[config.mk]
export PLATFORM = sky130hd
export DESIGN_NAME = fwd_hazard_unit
export DESIGN_NICKNAME = d
export VERILOG_FILES = /design/src/rtl/fwdu_pkg.sv /design/src/rtl/fwdu_decode.sv /design/src/rtl/fwdu_pick.sv /design/src/rtl/fwdu_interlock.sv /design/src/rtl/fwd_hazard_unit.sv
export SDC_FILE = /design/constraint.sdc
export NUM_CORES = 1
export LEC_CHECK = 0
export BUFFER_PORTS_ARGS = -buffer_cell sky130_fd_sc_hd__buf_4
export CAP_MARGIN = 10
export CELL_PAD_IN_SITES_DETAIL_PLACEMENT = 0
export CELL_PAD_IN_SITES_GLOBAL_PLACEMENT = 1
export CORE_MARGIN = 2
export CORE_UTILIZATION = 31
export DETAILED_ROUTE_END_ITERATION = 8
export GPL_TIMING_DRIVEN = 0
export PLACE_DENSITY = 0.92
export SYNTH_ARGS = -nofsm -noshare
export SYNTH_HDL_FRONTEND = slang
export SYNTH_HIERARCHICAL = 1
export SYNTH_SLANG_ARGS = --single-unit
[constraint.sdc]
create_clock -name vclk -period 1.7
set_input_delay 0.255 -clock vclk [all_inputs]
set_output_delay 0.255 -clock vclk [all_outputs]
set_load 0.01 [all_outputs]
[src/rtl/fwdu_pkg.sv]
package fwdu_pkg;

  parameter int unsigned REG_W    = 5;
  parameter int unsigned KIND_W   = 3;
  parameter int unsigned SEL_W    = 2;
  parameter int unsigned NFIELDS  = 3;

  localparam int unsigned REGS_W  = NFIELDS * REG_W;
  localparam int unsigned SRC1_LO = 2 * REG_W;
  localparam int unsigned SRC2_LO = REG_W;
  localparam int unsigned THRD_LO = 0;

  localparam logic [KIND_W-1:0] K_NONE   = 3'd0;
  localparam logic [KIND_W-1:0] K_RR     = 3'd1;
  localparam logic [KIND_W-1:0] K_RI     = 3'd2;
  localparam logic [KIND_W-1:0] K_LOAD   = 3'd3;
  localparam logic [KIND_W-1:0] K_STORE  = 3'd4;
  localparam logic [KIND_W-1:0] K_BRANCH = 3'd5;

  localparam logic [SEL_W-1:0] SEL_RF      = 2'b00;
  localparam logic [SEL_W-1:0] SEL_EXM_ALU = 2'b01;
  localparam logic [SEL_W-1:0] SEL_MWB_ALU = 2'b10;
  localparam logic [SEL_W-1:0] SEL_MWB_LD  = 2'b11;

  // Decoded view of one pipeline latch.
  typedef struct packed {
    logic [REG_W-1:0] src1;
    logic [REG_W-1:0] src2;
    logic [REG_W-1:0] dst;
    logic             wr;      // writes a nonzero register
    logic             ld;      // producer is a load
    logic             use_a;   // reads src1 as ALU operand A
    logic             use_b;   // reads src2 on the operand-B path
    logic             use_z;   // reads src1 as zero-test operand
    logic             st;      // store: src2 is data, not ALU input
  } stage_t;

endpackage

[src/rtl/fwdu_decode.sv]
module fwdu_decode
  import fwdu_pkg::*;
(
  input  logic [KIND_W-1:0] kind,
  input  logic [REGS_W-1:0] regs,
  output stage_t            info
);

  logic [REG_W-1:0] f_src1;
  logic [REG_W-1:0] f_src2;
  logic [REG_W-1:0] f_thrd;
  logic             is_writer;

  assign f_src1 = regs[SRC1_LO +: REG_W];
  assign f_src2 = regs[SRC2_LO +: REG_W];
  assign f_thrd = regs[THRD_LO +: REG_W];

  always_comb begin
    info       = '0;
    info.src1  = f_src1;
    info.src2  = f_src2;
    is_writer  = 1'b0;
    unique case (kind)
      K_RR: begin
        info.dst   = f_thrd;
        is_writer  = 1'b1;
        info.use_a = 1'b1;
        info.use_b = 1'b1;
      end
      K_RI: begin
        info.dst   = f_src2;
        is_writer  = 1'b1;
        info.use_a = 1'b1;
      end
      K_LOAD: begin
        info.dst   = f_src2;
        is_writer  = 1'b1;
        info.ld    = 1'b1;
        info.use_a = 1'b1;
      end
      K_STORE: begin
        info.use_a = 1'b1;
        info.use_b = 1'b1;
        info.st    = 1'b1;
      end
      K_BRANCH: begin
        info.use_z = 1'b1;
      end
      default: begin
        info.dst = '0;
      end
    endcase
    info.wr = is_writer && (info.dst != '0);
  end

endmodule

[src/rtl/fwdu_pick.sv]
module fwdu_pick
  import fwdu_pkg::*;
#(
  parameter bit USE_EXMEM = 1'b1
) (
  input  logic [REG_W-1:0] src,
  input  logic             used,
  input  stage_t           exm,
  input  stage_t           mwb,
  output logic [SEL_W-1:0] sel
);

  logic exm_hit;
  logic mwb_hit;
  logic live;

  assign live    = used && (src != '0);
  assign mwb_hit = live && mwb.wr && (mwb.dst == src);

  generate
    if (USE_EXMEM) begin : g_exm
      assign exm_hit = live && exm.wr && (exm.dst == src);
    end else begin : g_no_exm
      assign exm_hit = 1'b0;
    end
  endgenerate

  always_comb begin
    sel = SEL_RF;
    if (exm_hit) begin
      sel = exm.ld ? SEL_RF : SEL_EXM_ALU;
    end else if (mwb_hit) begin
      sel = mwb.ld ? SEL_MWB_LD : SEL_MWB_ALU;
    end
  end

endmodule

[src/rtl/fwdu_interlock.sv]
module fwdu_interlock
  import fwdu_pkg::*;
(
  input  logic [REG_W-1:0] rd_src1,
  input  logic [REG_W-1:0] rd_src2,
  input  logic             rd_use1,
  input  logic             rd_use2_ex,
  input  logic [REG_W-1:0] ld_dst,
  input  logic             ld_live,
  output logic             stall
);

  logic hit1;
  logic hit2;

  assign hit1  = rd_use1    && (rd_src1 == ld_dst);
  assign hit2  = rd_use2_ex && (rd_src2 == ld_dst);
  assign stall = ld_live && (hit1 || hit2);

endmodule

[src/rtl/fwd_hazard_unit.sv]
module fwd_hazard_unit
  import fwdu_pkg::*;
(
  input  logic [KIND_W-1:0] ifid_kind,
  input  logic [REGS_W-1:0] ifid_regs,
  input  logic [KIND_W-1:0] idex_kind,
  input  logic [REGS_W-1:0] idex_regs,
  input  logic [KIND_W-1:0] exmem_kind,
  input  logic [REGS_W-1:0] exmem_regs,
  input  logic [KIND_W-1:0] memwb_kind,
  input  logic [REGS_W-1:0] memwb_regs,
  output logic [SEL_W-1:0]  sel_alu_a,
  output logic [SEL_W-1:0]  sel_alu_b,
  output logic [SEL_W-1:0]  sel_zero_test,
  output logic [SEL_W-1:0]  sel_store_data,
  output logic              stall_req
);

  localparam int unsigned NSTAGE = 4;
  localparam int unsigned S_IFID = 0;
  localparam int unsigned S_IDEX = 1;
  localparam int unsigned S_EXM  = 2;
  localparam int unsigned S_MWB  = 3;

  logic [KIND_W-1:0] kinds [NSTAGE];
  logic [REGS_W-1:0] regss [NSTAGE];
  stage_t            st    [NSTAGE];

  assign kinds[S_IFID] = ifid_kind;
  assign kinds[S_IDEX] = idex_kind;
  assign kinds[S_EXM]  = exmem_kind;
  assign kinds[S_MWB]  = memwb_kind;
  assign regss[S_IFID] = ifid_regs;
  assign regss[S_IDEX] = idex_regs;
  assign regss[S_EXM]  = exmem_regs;
  assign regss[S_MWB]  = memwb_regs;

  generate
    for (genvar g = 0; g < NSTAGE; g++) begin : g_dec
      fwdu_decode u_dec (
        .kind (kinds[g]),
        .regs (regss[g]),
        .info (st[g])
      );
    end
  endgenerate

  fwdu_pick #(.USE_EXMEM(1'b1)) u_pick_a (
    .src  (st[S_IDEX].src1),
    .used (st[S_IDEX].use_a),
    .exm  (st[S_EXM]),
    .mwb  (st[S_MWB]),
    .sel  (sel_alu_a)
  );

  fwdu_pick #(.USE_EXMEM(1'b1)) u_pick_b (
    .src  (st[S_IDEX].src2),
    .used (st[S_IDEX].use_b),
    .exm  (st[S_EXM]),
    .mwb  (st[S_MWB]),
    .sel  (sel_alu_b)
  );

  fwdu_pick #(.USE_EXMEM(1'b1)) u_pick_z (
    .src  (st[S_IDEX].src1),
    .used (st[S_IDEX].use_z),
    .exm  (st[S_EXM]),
    .mwb  (st[S_MWB]),
    .sel  (sel_zero_test)
  );

  // Store data at the memory stage: only the write-back latch is older.
  fwdu_pick #(.USE_EXMEM(1'b0)) u_pick_m (
    .src  (st[S_EXM].src2),
    .used (st[S_EXM].st),
    .exm  (st[S_EXM]),
    .mwb  (st[S_MWB]),
    .sel  (sel_store_data)
  );

  fwdu_interlock u_lock (
    .rd_src1    (st[S_IFID].src1),
    .rd_src2    (st[S_IFID].src2),
    .rd_use1    (st[S_IFID].use_a || st[S_IFID].use_z),
    .rd_use2_ex (st[S_IFID].use_b && !st[S_IFID].st),
    .ld_dst     (st[S_IDEX].dst),
    .ld_live    (st[S_IDEX].ld && st[S_IDEX].wr),
    .stall      (stall_req)
  );

endmodule

==> metrics.txt <==
Pleak=0.0009488 uW; clkbuf count=0; status=finished, violations left; DRC=0; Final Critical Period=2049 ps; number of diodes=0; worst min path class=in2out; Final setup violation count=9; dpl ws=-583.3 ps; pin count of the biggest net entering global routing=11; Pwr Density=244.3 nW/um^2; initial antenna violation count=0; WS Path Type=in2out; DR iter-0 viols=95; via count=1712; Port Buffers=45; post-DR wirelength/cell=12.24 um; Worst setup EP type=primary output; sequential cells=0; crit share post-route=1.205; mapped cell area=1536 sq um; num ports=81; DR WL met2=2322 um; Least-Margin Pin Slew=382.2 ps; layout cells sized above 1=0.5222; CP max FO=6; max cap viols=0; antenna-violating nets left=0; final wirelength=4407 um; syn_area_per_cell=6.859 sq um; FF+latch area=0 sq um; highest clock rate=488.0 MHz; DRT Pass-1 Iters=4; met3 wire len=255 um; all-layer global routing usage=0.1552; Net count, final=367; vias in the first global route=1626; Worst EP required=1440 ps; M1 WL=1828 um; first-pass GRT wire length=7065 um; Layout fillers=498; Max-slew headroom=0.7443; die width=74.40 um; synth warn=6; grt ovf=0; multi-input logic area=1494 sq um; Post-Syn Instances=224; setup ws final=-349.1 ps; Area Growth Syn to Fin=61.07%; crit path DAT=1790 ps; Setup TNS Final=-2568 ps; Worst setup SP type=input pin; Final Hold Viols=0; standard-cell rows=25; Core Box Area=4755 sq um; vias per std cell=4.756; unrepaired setup endpoints after global routing=true; Die Area=5535 sq um; routability cong.=0.8992; Slew Limit Fails=0; Initial Util=0.3232; syn nets=296; Final HPWL DP=3353 um; Die Ht=74.40 um; Max Used Layer=met3; worst vdd ir=0.0001144 V; failing checks=negative setup slack
==> placed cells by master, fill, tap and decap left out, drive strengths merged, types with 2 or more instances in the layout <==
master / n
nand3: 2
nor3: 7
nor2b: 13
o21ai: 6
xnor2: 30
nand2: 24
xor2: 9
nand4: 5
o211ai: 3
buf: 107
a2111oi: 3
and3b: 2
a21oi: 15
inv: 8
mux2i: 3
or4: 4
nor2: 17
a21boi: 3
nand4b: 3
or3: 3
nor4: 7
nand3b: 12
nor3b: 2
==> layout make-up <==
| cell class | instances | area share |
|---|---|---|
| buffer | 37 | 0.1259 |
| multi-input combinational | 178 | 0.6036 |
| inverter | 8 | 0.01213 |
| tap | 67 | 0.03387 |
| timing repair buffer | 70 | 0.2245 |
==> routing by layer <==
layer,vias up,GRT usage
met5,-,0
met4,0,0
met3,0,0.008130
met2,48,0.3029
met1,776,0.1981
li1,888,-
==> power breakdown <==
part	total [uW]	switching [uW]	internal (uW)	leakage (uW)
registers	0	0	0	0
clock network	0	0	0	0
logic	604	279	325	0.000949
total	604	279	325	0.000949
==> critical path: stages <==
cell	delay [ps]
buf_8	80
buf_6	120
nand2_1	90
a21oi_4	270
nor4_2	70
o21ai_1	170
buf_4	170
a21boi_2	170
o211ai_1	120
nor3_2	140
buf_4	140
==> through the flow <==
stage                 util  std cells  power [uW]  hold WS (ps)  instance area (sq um)
finish              0.5205        360       604.5         912.3                   2475
global route        0.5205        360       653.4         934.2                   2475
CTS                 0.4945        353       553.6         919.7                   2351
detailed placement  0.4308        336       467.9         922.4                   2048
global placement    0.4308        336       461.9         924.3                   2048
floorplan                -        224       339.8         774.9                   1627
==> path summary, 6_finish.rpt <==
check	from	end	slack, ps	depth (start not counted)
max	memwb_kind[1]	sel_alu_b[1]	-350	11
min	ifid_regs[9]	stall_req	910	5
==> timing repair <==
item                                    in CTS  in global routing
gates resized for setup                     36                 11
endpoints found under the setup margin       9                  9
setup buffers                               17                  7
pin swaps                                   23                 10
hold buffers                                 0                  0
gates cloned                                 1                  0
Power figures use the tool's default switching activity.
